<file path="config.mk">
export PLATFORM = sky130hd
export DESIGN_NAME = wp_key_gate
export DESIGN_NICKNAME = d
export VERILOG_FILES = /design/src/rtl/wp_key_pkg.sv /design/src/rtl/wp_key_match.sv /design/src/rtl/wp_key_fsm.sv /design/src/rtl/wp_wr_gate.sv /design/src/rtl/wp_rd_mask.sv /design/src/rtl/wp_key_gate.sv
export SDC_FILE = /design/constraint.sdc
export NUM_CORES = 1
export LEC_CHECK = 0
export BUFFER_PORTS_ARGS = -buffer_cell sky130_fd_sc_hd__buf_2
export CELL_PAD_IN_SITES_DETAIL_PLACEMENT = 0
export CELL_PAD_IN_SITES_GLOBAL_PLACEMENT = 1
export CORE_MARGIN = 2
export CORE_UTILIZATION = 10
export CTS_BUF_LIST = sky130_fd_sc_hd__clkbuf_16
export DETAILED_ROUTE_END_ITERATION = 8
export PLACE_DENSITY = 0.95
export SYNTH_ARGS = -nofsm -noshare
export SYNTH_HDL_FRONTEND = slang
export SYNTH_SLANG_ARGS = --single-unit
</file>
<file path="constraint.sdc">
create_clock -name clk -period 1.84 [get_ports clk]
set_clock_uncertainty 0.1 [all_clocks]
set_input_delay 0.184 -clock clk [delete_from_list [all_inputs] [get_ports clk]]
set_output_delay 0.184 -clock clk [all_outputs]
set_load 0.01 [all_outputs]
</file>
<file path="src/rtl/wp_key_pkg.sv">
// Shared types for the key-sequence write-protection gate.
// Assumes nothing beyond a two-bit state encoding.
package wp_key_pkg;
    typedef enum logic [1:0] {
        WK_CLOSED = 2'd0,
        WK_HALF   = 2'd1,
        WK_OPEN   = 2'd2
    } wk_state_t;
endpackage

</file>
<file path="src/rtl/wp_key_match.sv">
// Decodes one bus write into key events: a write to the key address, and
// whether its low key byte equals the first or the second key.
// Assumes a single-cycle write strobe.
module wp_key_match #(
    parameter int ADDR_W     = 8,
    parameter int DATA_W     = 32,
    parameter int KEY_W      = 8,
    parameter logic [ADDR_W-1:0] KEY_ADDR   = 8'h24,
    parameter logic [KEY_W-1:0]  KEY_FIRST  = 8'hCA,
    parameter logic [KEY_W-1:0]  KEY_SECOND = 8'h53
) (
    input  logic              wr_en,
    input  logic [ADDR_W-1:0] wr_addr,
    input  logic [DATA_W-1:0] wr_data,
    output logic              key_wr,
    output logic              plain_wr,
    output logic              is_first,
    output logic              is_second
);
    logic [KEY_W-1:0] key_byte;

    // Picks the compared key byte out of the write data.
    always_comb begin
        key_byte  = wr_data[KEY_W-1:0];
        key_wr    = wr_en && (wr_addr == KEY_ADDR);
        plain_wr  = wr_en && (wr_addr != KEY_ADDR);
        is_first  = (key_byte == KEY_FIRST);
        is_second = (key_byte == KEY_SECOND);
    end
endmodule

</file>
<file path="src/rtl/wp_key_fsm.sv">
// Three-state unlock sequencer. Closed -> half on the first key, half ->
// open on the second key. Any other key write, and any key write while
// open, returns it to closed. Non-key writes do not move it.
// Assumes key events decoded by wp_key_match.
module wp_key_fsm
    import wp_key_pkg::*;
(
    input  logic      clk,
    input  logic      rst_n,
    input  logic      key_wr,
    input  logic      is_first,
    input  logic      is_second,
    output wk_state_t state
);
    wk_state_t state_nx;

    // Next-state choice for one key write.
    always_comb begin
        state_nx = state;
        if (key_wr) begin
            case (state)
                WK_CLOSED: state_nx = is_first  ? WK_HALF : WK_CLOSED;
                WK_HALF:   state_nx = is_second ? WK_OPEN : WK_CLOSED;
                default:   state_nx = WK_CLOSED;
            endcase
        end
    end

    // State register with synchronous active-low reset.
    always_ff @(posedge clk) begin
        if (!rst_n) state <= WK_CLOSED;
        else        state <= state_nx;
    end
endmodule

</file>
<file path="src/rtl/wp_wr_gate.sv">
// Qualifies non-key writes with the open state.
// Assumes plain_wr already excludes the key address.
module wp_wr_gate
    import wp_key_pkg::*;
(
    input  wk_state_t state,
    input  logic      plain_wr,
    output logic      bank_wr_en,
    output logic      unlocked
);
    // Combinational write qualifier and open flag.
    always_comb begin
        unlocked   = (state == WK_OPEN);
        bank_wr_en = plain_wr && unlocked;
    end
endmodule

</file>
<file path="src/rtl/wp_rd_mask.sv">
// Forces the read data to zero at the key address. Every other address
// passes through unchanged.
module wp_rd_mask #(
    parameter int ADDR_W = 8,
    parameter int DATA_W = 32,
    parameter logic [ADDR_W-1:0] KEY_ADDR = 8'h24
) (
    input  logic [ADDR_W-1:0] rd_addr,
    input  logic [DATA_W-1:0] rd_bank_data,
    output logic [DATA_W-1:0] rd_data
);
    // Read-path mux.
    always_comb begin
        rd_data = (rd_addr == KEY_ADDR) ? '0 : rd_bank_data;
    end
endmodule

</file>
<file path="src/rtl/wp_key_gate.sv">
// Top of the write-protection gate. It decodes key writes, runs the
// unlock sequencer, gates bank writes and masks key reads.
// Assumes one bus write per cycle at most.
module wp_key_gate
    import wp_key_pkg::*;
#(
    parameter int ADDR_W     = 8,
    parameter int DATA_W     = 32,
    parameter int KEY_W      = 8,
    parameter logic [ADDR_W-1:0] KEY_ADDR   = 8'h24,
    parameter logic [KEY_W-1:0]  KEY_FIRST  = 8'hCA,
    parameter logic [KEY_W-1:0]  KEY_SECOND = 8'h53
) (
    input  logic              clk,
    input  logic              rst_n,
    input  logic              wr_en,
    input  logic [ADDR_W-1:0] wr_addr,
    input  logic [DATA_W-1:0] wr_data,
    input  logic [ADDR_W-1:0] rd_addr,
    input  logic [DATA_W-1:0] rd_bank_data,
    output logic [DATA_W-1:0] rd_data,
    output logic              bank_wr_en,
    output logic              unlocked
);
    logic      key_wr, plain_wr, is_first, is_second;
    wk_state_t state;

    wp_key_match #(
        .ADDR_W(ADDR_W), .DATA_W(DATA_W), .KEY_W(KEY_W),
        .KEY_ADDR(KEY_ADDR), .KEY_FIRST(KEY_FIRST), .KEY_SECOND(KEY_SECOND)
    ) u_match (
        .wr_en(wr_en), .wr_addr(wr_addr), .wr_data(wr_data),
        .key_wr(key_wr), .plain_wr(plain_wr),
        .is_first(is_first), .is_second(is_second)
    );

    wp_key_fsm u_fsm (
        .clk(clk), .rst_n(rst_n), .key_wr(key_wr),
        .is_first(is_first), .is_second(is_second), .state(state)
    );

    wp_wr_gate u_gate (
        .state(state), .plain_wr(plain_wr),
        .bank_wr_en(bank_wr_en), .unlocked(unlocked)
    );

    wp_rd_mask #(
        .ADDR_W(ADDR_W), .DATA_W(DATA_W), .KEY_ADDR(KEY_ADDR)
    ) u_rd (
        .rd_addr(rd_addr), .rd_bank_data(rd_bank_data), .rd_data(rd_data)
    );
endmodule

</file>
==> impl_metrics.tcl <==
set metrics [dict create \
    worst_skew_pair.late_latency_ns 0.22 \
    coreArea_mm2 0.00369 \
    synth_warnings 0 \
    critPathMaxStageDelay_ns 0.55 \
    cts_resized 0 \
    fp.dieW_um 66.1 \
    slew_headroom 0.724 \
    antenna_found_initial 1 \
    synthMuxAreaShare 0.0519 \
    grt_setup_unrepaired "no" \
    place_inst 194 \
    drive_gt1_frac 0.644 \
    synth_xor_area_frac 0 \
    dieArea_mm2 0.00437 \
    drc_errors 0 \
    finalSetupViolations 0 \
    cp.required_ns 1.89 \
    grt_pass1_wl_mm 2.24 \
    place.gp.congestion 0.616 \
    setup_tns_ns 0 \
    cts_max_path_buffers 2 \
    die_h_um 66.1 \
    fillers 409 \
    track_usage 0.0667 \
    fin_cells 197 \
    rows 22 \
    cp_max_fo 3 \
    clk_pin_slew_ns 0.03 \
    grt_pass1_vias 546 \
    path_cells "or4b_1, or4_1, mux2i_1" \
    status "complete, no violations" \
    cts.sinks 2 \
    synth.net_count 139 \
    root_buffer "clkbuf_16" \
    syn_to_final_growth_pct 154 \
    synth_adder_area_share 0 \
    overflow 0 \
    power.density_mw_per_mm2 525 \
    synth_compound_area_frac 0.0130 \
    wl_per_cell_um 8.43 \
    critical_path.top_delay_family "simple AND/OR/NAND/NOR gates" \
    cap_violations 0 \
    slew_viol_final 0 \
    cts_tree "yes" \
    reg.largest.list "u_fsm.state x2" \
    via_per_inst 3.60 \
    wl_mm 1.66 \
    grt_max_degree 33 \
    syn_area_um2 385 \
    hp-class "in -> reg" \
    fin_crit_sh 0.893 \
    tightest_slew_ns 0.408 \
    final_hold_viol_count 0 \
    ys_seq_area_frac 0.104 \
    io_pins 117 \
    syn_inst 56 \
    cts_buffers 3 \
    postSynthAreaPerCell_um2 6.88 \
    end_kind "flop" \
    initial_core_util 0.104 \
    first_pass_iters 2 \
    peakVddDrop_mv 0.164 \
    cts_setup_buffers 0 \
    crit_arrival_ns 1.69 \
    startpoint_type "flop" \
    synth_top_family_by_area "simple AND/OR/NAND/NOR gates" \
    yosys.area_share.simple 0.802 \
    crit_buf_inv 0 \
    multi_input_area_um2 334 \
    synth_seq_cells 2 \
    p_leak_nw 0.540 \
    fin_nets 234 \
    ys_types 15 \
    drt_first_iter_violations 5 \
    min_period_ns 1.64 \
    via_count 709 \
    htreeDepth 1 \
    antenna_left 0 \
    path_class "reg -> reg" \
    critPathSlowestCell "or4b_1" \
    antenna_cells 0 \
    fmax_mhz 609 \
    hold_buffers 0 \
    regArea_um2 40.0 \
    largest_register "u_fsm.state" \
    io_buffers 92 \
    largest_reg_flops 2 \
]
[placed cells by master, fill, tap and decap left out, drive strengths merged]
cell type	count
buf	93
nor4	1
dfxtp	2
nand2	5
and2	32
clkbuf	3
nor2b	1
or4b	1
nor4bb	1
mux2i	2
a21oi	1
nor4b	2
nand4b	1
or4bb	1
or4	2
nand3	1
[cell families (layout without fill, tap and decap cells)]
kind of cell           after synthesis  after routing
flip-flops                           2              2
AO/OA/AOI/OAI                        1              1
AND/OR/NAND/NOR                     48             48
multiplexers                         2              2
buffers and inverters                3             96
[Yosys cell counts]
cell,instances,area share
nor4_1,1,0.016
nor4b_1,2,0.045
and2_1,32,0.52
nand4b_1,1,0.023
or4_1,2,0.039
clkbuf_1,3,0.029
dfxtp_1,2,0.10
mux2i_1,2,0.052
nor2b_1,1,0.016
nand2_1,5,0.049
or4b_1,1,0.026
or4bb_1,1,0.029
a21oi_1,1,0.013
nor4bb_1,1,0.026
nand3_1,1,0.013
[tightest hold or removal path: cells and delay by family]
kind	cells	cell delay, ns
simple gates	1	0.09
buf+inv	1	0.08
mux	1	0.06
[cell type report]
| type | instances | area share |
|---|---|---|
| clock buffer | 3 | 0.0768 |
| multi-input combinational | 51 | 0.342 |
| sequential | 2 | 0.0410 |
| tap | 48 | 0.0615 |
| timing repair buffer | 93 | 0.479 |
[layer usage]
metal	GRT usage	wire, um
met5	0	0
met2	0.110	868
met3	0.0221	212
met4	0.0536	19
met1	0.0682	560
[worst paths after layout]
kind	start	to	slack, ns	cells after the start
min reg2reg	u_fsm.state[1]$_SDFFE_PN0P_	u_fsm.state[1]$_SDFFE_PN0P_	0.38	2
max reg2reg	u_fsm.state[1]$_SDFFE_PN0P_	u_fsm.state[1]$_SDFFE_PN0P_	0.20	3
min	wr_data[7]	u_fsm.state[1]$_SDFFE_PN0P_	0.15	3
max	u_fsm.state[1]$_SDFFE_PN0P_	u_fsm.state[1]$_SDFFE_PN0P_	0.20	3
[per-stage QoR]
step                      setup slack, ns  cell area, um^2  total power [mW]  utilization  hold slack (ns)
after floorplan                     0.298              385            0.0974            -            0.233
after global placement              0.209              902             0.188        0.245            0.364
after detailed placement            0.187              902             0.189        0.245            0.380
after CTS                           0.175              977             0.523        0.265            0.156
after global routing                0.122              977             0.539        0.265            0.166
final                               0.197              977             0.513        0.265            0.155
[power breakdown]
group / internal [mW] / total (mW) / switching [mW]
sequential: 0.0437 / 0.0437 / 0.000000337
clock: 0.276 / 0.326 / 0.0492
combinational: 0.0881 / 0.144 / 0.0555
Note: power is estimated with default switching activity, not from simulation.
